**src/rtl/uart_irq_pkg.sv**
```systemverilog
package uart_irq_pkg;

   localparam int unsigned NSRC = 5;
   localparam int unsigned S_LINE  = 0;
   localparam int unsigned S_RXD   = 1;
   localparam int unsigned S_TMO   = 2;
   localparam int unsigned S_THRE  = 3;
   localparam int unsigned S_MODEM = 4;

   localparam logic [2:0] A_DATA = 3'd0;
   localparam logic [2:0] A_IEN  = 3'd1;
   localparam logic [2:0] A_IID  = 3'd2;
   localparam logic [2:0] A_LSTS = 3'd5;
   localparam logic [2:0] A_MSTS = 3'd6;

   typedef enum logic [3:0] {
      ID_LINE  = 4'h6,
      ID_RXD   = 4'h4,
      ID_TMO   = 4'hC,
      ID_THRE  = 4'h2,
      ID_MODEM = 4'h0,
      ID_NONE  = 4'h1
   } iid_e;

   function automatic iid_e src_code(input int unsigned idx);
      case (idx)
         S_LINE:  return ID_LINE;
         S_RXD:   return ID_RXD;
         S_TMO:   return ID_TMO;
         S_THRE:  return ID_THRE;
         default: return ID_MODEM;
      endcase
   endfunction

   function automatic int unsigned trig_bytes(input logic [1:0] sel);
      case (sel)
         2'b00:   return 1;
         2'b01:   return 4;
         2'b10:   return 8;
         default: return 14;
      endcase
   endfunction

endpackage

```
**src/rtl/src_flag.sv**
```systemverilog
module src_flag (
   input  logic clk,
   input  logic rst_n,
   input  logic set,
   input  logic clr,
   output logic pend
);

   always_ff @(posedge clk) begin
      if (!rst_n)   pend <= 1'b0;
      else if (set) pend <= 1'b1;
      else if (clr) pend <= 1'b0;
   end


   flag_set_chk: assert property (@(posedge clk) disable iff (!rst_n)
      set |=> pend);

   flag_clr_chk: assert property (@(posedge clk) disable iff (!rst_n)
      (clr && !set) |=> !pend);

endmodule

```
**src/rtl/irq_prio_enc.sv**
```systemverilog
module irq_prio_enc
   import uart_irq_pkg::*;
#(
   parameter int unsigned N = NSRC
) (
   input  logic         clk,
   input  logic         rst_n,
   input  logic [N-1:0] active,
   output logic [3:0]   code
);

   logic [N-1:0] sel;

   always_comb begin
      sel = '0;
      for (int i = 0; i < N; i++)
         if (active[i] && sel == '0) sel[i] = 1'b1;
   end

   always_comb begin
      code = ID_NONE;
      for (int i = 0; i < N; i++)
         if (sel[i]) code = src_code(i);
   end


   sel_onehot_chk: assert property (@(posedge clk) disable iff (!rst_n)
      $onehot0(sel));

   top_rank_chk: assert property (@(posedge clk) disable iff (!rst_n)
      active[0] |-> (code == ID_LINE));

endmodule

```
**src/rtl/uart_irq_ident.sv**
```systemverilog
module uart_irq_ident
   import uart_irq_pkg::*;
#(
   parameter  int unsigned FIFO_DEPTH    = 16,
   parameter  bit          THRE_ON_ENABLE = 1'b1,
   localparam int unsigned LVL_W          = $clog2(FIFO_DEPTH + 1)
) (
   input  logic             clk,
   input  logic             rst_n,
   input  logic [2:0]       reg_addr,
   input  logic             reg_wr,
   input  logic             reg_rd,
   input  logic [7:0]       reg_wdata,
   output logic [7:0]       reg_rdata,
   input  logic             line_err,
   input  logic             rx_timeout,
   input  logic [LVL_W-1:0] rx_level,
   input  logic             thr_empty,
   input  logic             modem_delta,
   input  logic             irq_gate,
   output logic             irq,
   output logic             fifo_on,
   output logic             rx_flush,
   output logic             tx_flush
);

   if (FIFO_DEPTH < 14) begin : g_depth_bad
      $error("FIFO_DEPTH must cover the largest trigger depth of 14");
   end

   logic [3:0]      ien;
   logic [1:0]      trig_sel;
   logic            thr_empty_q;
   logic [NSRC-1:0] pend, active;
   logic [3:0]      code;
   logic [7:0]      iid_byte;
   logic            rxd_avail, thre_set, thre_clr;
   logic            wr_ien, wr_fcr, wr_data, rd_data, rd_iid, rd_lsts, rd_msts;
   logic            unused_bits;

   assign unused_bits = ^reg_wdata[5:3];

   assign wr_ien  = reg_wr && reg_addr == A_IEN;
   assign wr_fcr  = reg_wr && reg_addr == A_IID;
   assign wr_data = reg_wr && reg_addr == A_DATA;
   assign rd_data = reg_rd && reg_addr == A_DATA;
   assign rd_iid  = reg_rd && reg_addr == A_IID;
   assign rd_lsts = reg_rd && reg_addr == A_LSTS;
   assign rd_msts = reg_rd && reg_addr == A_MSTS;

   // enable and FIFO control registers
   always_ff @(posedge clk) begin
      if (!rst_n) begin
         ien         <= '0;
         fifo_on     <= 1'b0;
         trig_sel    <= 2'b00;
         rx_flush    <= 1'b0;
         tx_flush    <= 1'b0;
         thr_empty_q <= 1'b0;
      end else begin
         thr_empty_q <= thr_empty;
         rx_flush    <= 1'b0;
         tx_flush    <= 1'b0;
         if (wr_ien) ien <= reg_wdata[3:0];
         if (wr_fcr) begin
            fifo_on  <= reg_wdata[0];
            rx_flush <= (reg_wdata[0] != fifo_on) || (reg_wdata[0] && reg_wdata[1]);
            tx_flush <= (reg_wdata[0] != fifo_on) || (reg_wdata[0] && reg_wdata[2]);
            if (reg_wdata[0]) trig_sel <= reg_wdata[7:6];
         end
      end
   end

   // transmit-empty set condition, variant chosen by parameter
   if (THRE_ON_ENABLE) begin : g_thre_en
      assign thre_set = (thr_empty && !thr_empty_q)
                     || (wr_ien && reg_wdata[1] && !ien[1] && thr_empty);
   end else begin : g_thre_edge
      assign thre_set = thr_empty && !thr_empty_q;
   end
   assign thre_clr = wr_data || (rd_iid && code == ID_THRE);

   src_flag u_line  (.clk(clk), .rst_n(rst_n), .set(line_err),    .clr(rd_lsts),  .pend(pend[S_LINE]));
   src_flag u_tmo   (.clk(clk), .rst_n(rst_n), .set(rx_timeout),  .clr(rd_data),  .pend(pend[S_TMO]));
   src_flag u_thre  (.clk(clk), .rst_n(rst_n), .set(thre_set),    .clr(thre_clr), .pend(pend[S_THRE]));
   src_flag u_modem (.clk(clk), .rst_n(rst_n), .set(modem_delta), .clr(rd_msts),  .pend(pend[S_MODEM]));

   assign rxd_avail   = fifo_on ? (rx_level >= LVL_W'(trig_bytes(trig_sel)))
                                : (rx_level != '0);
   assign pend[S_RXD] = rxd_avail;

   assign active[S_LINE]  = pend[S_LINE]  && ien[2];
   assign active[S_RXD]   = pend[S_RXD]   && ien[0];
   assign active[S_TMO]   = pend[S_TMO]   && ien[0];
   assign active[S_THRE]  = pend[S_THRE]  && ien[1];
   assign active[S_MODEM] = pend[S_MODEM] && ien[3];

   irq_prio_enc #(.N(NSRC)) u_enc (
      .clk(clk), .rst_n(rst_n), .active(active), .code(code)
   );

   assign iid_byte = {{2{fifo_on}}, 2'b00, code};
   assign irq      = irq_gate && !code[0];

   always_comb begin
      case (reg_addr)
         A_IEN:   reg_rdata = {4'b0000, ien};
         A_IID:   reg_rdata = iid_byte;
         default: reg_rdata = 8'h00;
      endcase
   end


   flush_after_write_chk: assert property (@(posedge clk) disable iff (!rst_n)
      (rx_flush || tx_flush) |-> $past(wr_fcr));

   enable_toggle_flush_chk: assert property (@(posedge clk) disable iff (!rst_n)
      (fifo_on != $past(fifo_on)) |-> (rx_flush && tx_flush));

   gate_chk: assert property (@(posedge clk) disable iff (!rst_n)
      irq |-> (irq_gate && active != '0));

endmodule

```
**config.mk**
```make
export PLATFORM = sky130hd
export DESIGN_NAME = uart_irq_ident
export DESIGN_NICKNAME = d
export VERILOG_FILES = /design/src/rtl/uart_irq_pkg.sv /design/src/rtl/src_flag.sv /design/src/rtl/irq_prio_enc.sv /design/src/rtl/uart_irq_ident.sv
export SDC_FILE = /design/constraint.sdc
export NUM_CORES = 1
export LEC_CHECK = 0
export BUFFER_PORTS_ARGS = -buffer_cell sky130_fd_sc_hd__buf_2
export CAP_MARGIN = 20
export CORE_MARGIN = 1
export CORE_UTILIZATION = 46
export DETAILED_ROUTE_END_ITERATION = 16
export PLACE_DENSITY = 0.79
export SYNTH_ARGS = -nofsm -noshare
export SYNTH_HDL_FRONTEND = slang
export SYNTH_SLANG_ARGS = --single-unit
```
**constraint.sdc**
```tcl
create_clock -name clk -period 2.35 [get_ports clk]
set_input_delay 0.47 -clock clk [delete_from_list [all_inputs] [get_ports clk]]
set_output_delay 0.47 -clock clk [all_outputs]
set_load 0.02 [all_outputs]
```
---- Word-level counts from Yosys, hierarchy flattened ----
Index checks and enable logic that the tools add are counted.
W data, S select, Z words.
operators by class
  order comparisons ....................... 1
  equal/unequal tests ..................... 8
  multiplexer cells ....................... 21
  bitwise operators ....................... 1
  reduce and logical (&&, ||, !) cells .... 43
operators by type and width
  cell                  count
  $logic_and A1 B1 Y1   24
  $pmux W8 S2           1
  $mux W1               14
  $mux W4               3
  $pmux W4 S3           1
  $reduce_bool A2 Y1    4
  $eq A3 B3 Y1 const B  2
  $logic_not A3 Y1      2
  $mux W3               2
  $ge A5 B5 Y1          1
  $reduce_bool A5 Y1    1
  $eq A4 B2 Y1 const B  1
  $logic_not A2 Y1      2
  $logic_not A4 Y1      1
  $logic_or A1 B1 Y1    4
  $reduce_and A2 Y1     2
  $eq A3 B1 Y1 const B  1
  $eq A3 B2 Y1 const B  1
  $logic_not A1 Y1      3
  $eq A2 B1 Y1 const B  1
  $eq A2 B2 Y1 const B  1
  $ne A1 B1 Y1          1
  $not A1 Y1            1
word-level totals
  register bits after elaboration ......... 14
  bits of input ports ..................... 25
  output and inout port bits .............. 12
  word-level logic and storage cells ...... 84

---- Longest topological paths before layout ----
  depth after elaboration ................. 22
  gate-level depth with buffers ........... 7
  mapped depth without buffers ............ 7

---- Cells and area by module ----
A second synthesis with hierarchy kept.
unflattened totals
  cell total of the unflattened synthesis .. 98
  area, all modules ....................... 912.1 um2
by module, submodules not included
  module          instances  cells an instance  area each (um2)  sequential area each (um2)
  uart_irq_ident  1          81                 704.4            200.2
  src_flag        4          3                  41.3             20.0
  irq_prio_enc    1          5                  42.5             0.0

---- Least setup slack after synthesis ----
OpenSTA, ideal clock, no wires.
  kind .................................... in2out
  from .................................... input port rx_level[0]
  to ...................................... output port reg_rdata[3]
  arrival ................................. 1.927 ns
  required time ........................... 1.880 ns
  setup slack ............................. -0.047 ns
  stages on the path ...................... 7
  path buffers ............................ 0
  cells stage by stage .................... inv_1 -> ha_1 -> nand2b_1 -> a211oi_1 -> o211a_1 -> o21ai_1 -> o31ai_1
between the ends
  word-level cells in the longest chain between the ends .. 16
  elaborated cells between the ends (all ways) .. 19
  classes of those cells .................. order compare: 1; mux: 9; reduce/logical: 9
ends and longest elaborated chain
  what                                                       line                                        text
  from (decl)                                                uart_irq_ident.sv:17                        input logic [LVL_W-1:0] rx_level,
  $ge A5 B5 Y1 / $reduce_bool A5 Y1 (equally long branches)  uart_irq_ident.sv:88, uart_irq_ident.sv:89
  $mux W1 *                                                  uart_irq_ident.sv:88                        assign rxd_avail = fifo_on ? (rx_level >= LVL_W'(trig_bytes(trig_sel)))
  $logic_and A1 B1 Y1 *                                      uart_irq_ident.sv:93                        assign active[S_RXD] = pend[S_RXD] && ien[0];
  $logic_and A1 B1 Y1 *                                      irq_prio_enc.sv:17                          if (active[i] && sel == '0) sel[i] = 1'b1;
  $mux W1 *                                                  irq_prio_enc.sv:17
  $logic_not A2 Y1                                           irq_prio_enc.sv:17
  $logic_and A1 B1 Y1                                        irq_prio_enc.sv:17
  $mux W1                                                    irq_prio_enc.sv:17
  $logic_not A3 Y1                                           irq_prio_enc.sv:17
  $logic_and A1 B1 Y1                                        irq_prio_enc.sv:17
  $mux W1                                                    irq_prio_enc.sv:17
  $logic_not A4 Y1                                           irq_prio_enc.sv:17
  $logic_and A1 B1 Y1                                        irq_prio_enc.sv:17
  $mux W1                                                    irq_prio_enc.sv:17
  $mux W4 *                                                  irq_prio_enc.sv:23                          if (sel[i]) code = src_code(i);
  $pmux W8 S2 *                                              uart_irq_ident.sv:106                       case (reg_addr)
  to (decl)                                                  uart_irq_ident.sv:14                        output logic [7:0] reg_rdata,
Every way passes the cells marked *; elsewhere a longest branch is shown, timed or not.

---- Final worst setup path ----
  from .................................... register trig_sel[1]
  to ...................................... output port reg_rdata[0]
between the ends
  word-level cells in the longest chain between the ends .. 18
  elaborated cells between the ends (all ways) .. 23
  classes of those cells .................. order compare: 1; eq/ne: 2; mux: 11; reduce/logical: 9
ends and longest elaborated chain
  what                                        line                   text
  from (decl)                                 uart_irq_ident.sv:32   logic [1:0] trig_sel;
  from (signal assigned)                      uart_irq_ident.sv:69   if (reg_wdata[0]) trig_sel <= reg_wdata[7:6];
  $eq A2 B2 Y1, or another cell as far along  uart_irq_pkg.sv:36     case (sel)
  $pmux W4 S3 *                               uart_irq_pkg.sv:36
  $ge A5 B5 Y1 *                              uart_irq_ident.sv:88
  $mux W1 *                                   uart_irq_ident.sv:88
  $logic_and A1 B1 Y1 *                       uart_irq_ident.sv:93
  $logic_and A1 B1 Y1 *                       irq_prio_enc.sv:17
  $mux W1 *                                   irq_prio_enc.sv:17
  $logic_not A2 Y1                            irq_prio_enc.sv:17
  (+2 left out)                               n/a
  $logic_not A3 Y1                            irq_prio_enc.sv:17
  $logic_and A1 B1 Y1                         irq_prio_enc.sv:17
  $mux W1                                     irq_prio_enc.sv:17
  $logic_not A4 Y1                            irq_prio_enc.sv:17
  $logic_and A1 B1 Y1                         irq_prio_enc.sv:17
  $mux W1                                     irq_prio_enc.sv:17
  $mux W4 *                                   irq_prio_enc.sv:23
  $pmux W8 S2 *                               uart_irq_ident.sv:106
Marked as above.

==> key figures <==
Pwr
  – Max IR drop VDD: 0.0003522 V
  – Static Leak: ~0.49 nW
  – PwrDens: ~460 nW/um^2

Timing
  – Slew Limit Fails: 0
  – Hold Slack: just over 400 ps
  – Final setup viols: 5
  – Final Hold Viols: 0
  – RSZ-0062 raised after global routing: yes
  – Setup ws final: -142.6 ps
  – Maximum clock rate: 0.4012 GHz
  – Final period util: 106.1%
  – Final Skew: 0.9714 ps
  – Fin crit period: 2493 ps

Worst setup path
  – CP Max Fanout: 5
  – CP Launch Type: flip-flop
  – CP Data Required Time: 1880 ps
  – CP Class: reg -> out
  – Worst path slowest cell: dfxtp_2
  – CP max stage delay: 360 ps
  – Worst Path Arrival: 2020 ps
  – CP Capture Type: output pin
  – CP cell instances: nor2_2 > ha_1 > nand2b_4 > a211oi_2 > o211a_1 > o211a_4 > a32o_2 > buf_6
  – Reg2Reg Depth: 7
  – Setup slack, reg-to-reg: 790 ps
  – R2R Path Start: trig_sel[1]$_SDFFE_PN0P_
  – Reg2reg end: u_thre.pend$_SDFFE_PN0P_
  – CP Launch Point: trig_sel[1]$_SDFFE_PN0P_

GRT
  – Number of global-route vias before repair: 740
  – First-pass GRT wire length: 3.015 mm
  – GRT overflow: 0
  – Largest net degree at the start of global routing: 14
  – Antenna violations before repair: 0
  – Total track usage: a little over a fifth

Routing
  – Routed len/inst: about 12 microns
  – Drc violations: 0
  – DRT Pass-1 Iters: 4
  – Remaining antenna violation count: 0
  – Vias post-DR: 837
  – DR iter-0 viols: 13
  – Via density: 5.264
  – Final wirelength: ~1.8 mm

Logic synthesis
  – Post-synth top area cell: dfxtp_1
  – Synthesis Warnings: 0
  – Synth top area cells: dfxtp_1 33%, nand2_1 7.1%, a21boi_0 6.2%
  – Number of synthesized flops with an enable pin: 0
  – Cell with the most instances after synthesis: nand2_1
  – Syn Area/Cell: between 8 and 9 sq um
  – Synth unique cells: 34
  – Post-synth top cells: 16 x nand2_1, 14 x dfxtp_1, 7 x a21boi_0
  – Share of the synthesized area in the top cell type: about 33%
  – Mapped cell area: 845.8 sq um
  – Top_reg_cell synth: dfxtp_1
  – Post-synth ARST share: 0%
  – Syn Inst Count: 99
  – Sequential area share after synthesis: 33.14%
  – Number of synthesized register bits: 14

Placed design
  – Setup WS pre-CTS: -134.5 ps
  – HPWL after DPL: about 1.5 mm
  – Final GP Congestion: between 0.7 and 0.8
  – Placed instance area: 1039 sq um
  – IO Port Bufs: 32

Die
  – Die Y: 44.88 microns
  – I/O pins: 37
  – Row cnt: 15
  – Initial Utilization: 48.99%
  – Die Wd: 44.88 microns
  – Core area: 1727 sq um
  – Die area: about 2000 sq um

Finish
  – # diodes: 0
  – Layout cells sized above 1: 39.55%
  – Final #Nets: 164
  – Util after Layout: between 60% and 70%
  – Final instance area: 1111 sq um
  – Fill cells: about 150
  – P&R area growth vs syn: 31.36%

Clock network
  – H-tree levels: 1
  – Max Buffers Root-to-Sink: 2
  – Worst skew pair latency: about 280 ps
  – Clock root buffer: clkbuf_4
  – Clock sink count: 14
  – CTS tree: built
  – Cts bufs inserted: 3
  – Clock-pin slew on the worst setup and hold paths: 80 ps

Status
  – Failing checks: negative setup slack
  – Run status: finished, violations left

Hold path
  – WHS Endpoint: thr_empty_q$_SDFF_PN0_
  – Worst Hold Class: in -> reg
  – Hold path start: thr_empty
  – Hold Path Cell Cnt: 2

Flow run
  – Max Cap Viol: 0
## cells in the final DEF, fill, tap and decap left out, types with 3 or more instances in the layout
| cell type | n |
|---|---|
| ha_1 | 4 |
| buf_2 | 28 |
| inv_1 | 4 |
| nand4b_1 | 3 |
| o21ai_0 | 4 |
| nor2b_1 | 5 |
| buf_4 | 5 |
| a21oi_1 | 4 |
| dfxtp_1 | 12 |
| a21boi_0 | 6 |
| nand2_1 | 16 |
| clkbuf_4 | 3 |
| nand3_1 | 6 |
## routing by layer
metal	wire length [microns]	GRT usage (%)	vias up
li1	-	-	422
met1	756	25.50	378
met2	930	35.29	35
met3	148	7.600	2
met4	12	5.455	0
met5	0	0	-
## worst max-delay path, delay by kind of cell (launching register included)
| family | cells | cell delay [ps] |
|---|---|---|
| buf+inv | 1 | 130 |
| compound gates | 4 | 840 |
| flops | 1 | 360 |
| simple gates | 2 | 150 |
| fa+ha+maj | 1 | 260 |
## cells by family after synthesis
family | count (synthesis) | share of synthesized area (%)
buf+inv | 9 | 5.325
flops | 14 | 33.14
mux | 2 | 2.367
compound gates | 27 | 24.71
fa+ha+maj | 4 | 5.917
simple gates | 42 | 28.11
other cells | 1 | 0.4434
## stage by stage
step / total power, mW / TNS [ps] / std cells
3_3_place_gp: 0.3342 / -162.8 / 155
4_1_cts: 0.5130 / -346.5 / 159
2_1_floorplan: 0.3005 / 0 / 100
3_5_place_dp: 0.3371 / -365.9 / 155
6_report: 0.5107 / -413.1 / 159
5_1_grt: 0.5347 / -850.6 / 159
## worst max path at each step
| stage | endpoint | slack [ps] | depth (start not counted) |
|---|---|---|---|
| 3_5_place_dp | reg_rdata[0] | -130 | 9 |
| 4_1_cts | reg_rdata[0] | -100 | 8 |
| 2_1_floorplan | reg_rdata[2] | 6 | 7 |
| 3_3_place_gp | reg_rdata[0] | -90 | 9 |
| 5_1_grt | reg_rdata[0] | -210 | 8 |
| 6_report | reg_rdata[0] | -140 | 8 |
## what timing repair did
action	CTS	global route
hold buffers	0	0
gates resized for setup	8	4
buffers inserted	0	0
endpoints found under the setup margin	5	5
pin swaps	4	2
## state kept, by name (all words and copies together), names as in the netlist
| name | cells |
|---|---|
| u_line.pend | 1 |
| rx_flush | 1 |
| trig_sel | 2 |
| u_tmo.pend | 1 |
| tx_flush | 1 |
| thr_empty_q | 1 |
| fifo_on | 1 |
| ien | 4 |
| u_modem.pend | 1 |
| u_thre.pend | 1 |
## report_power, final
| group | switching (mW) | internal (mW) | total [mW] |
|---|---|---|---|
| Clock | 0.0790 | 0.0943 | 0.173 |
| Sequential | 0.00689 | 0.246 | 0.253 |
| Combinational | 0.0433 | 0.0411 | 0.0844 |
| Total | 0.129 | 0.382 | 0.511 |
## final cells by class
cell class	instances	area [sq um]	share of cell area [%]
tap	25	31.28	2.815
multi-input combinational	77	545.5	49.10
inverter	4	15.01	1.351
clock buffer	4	36.28	3.266
sequential	14	282.8	25.45
timing repair buffer	35	200.2	18.02
(Power assumes the default switching activity.)
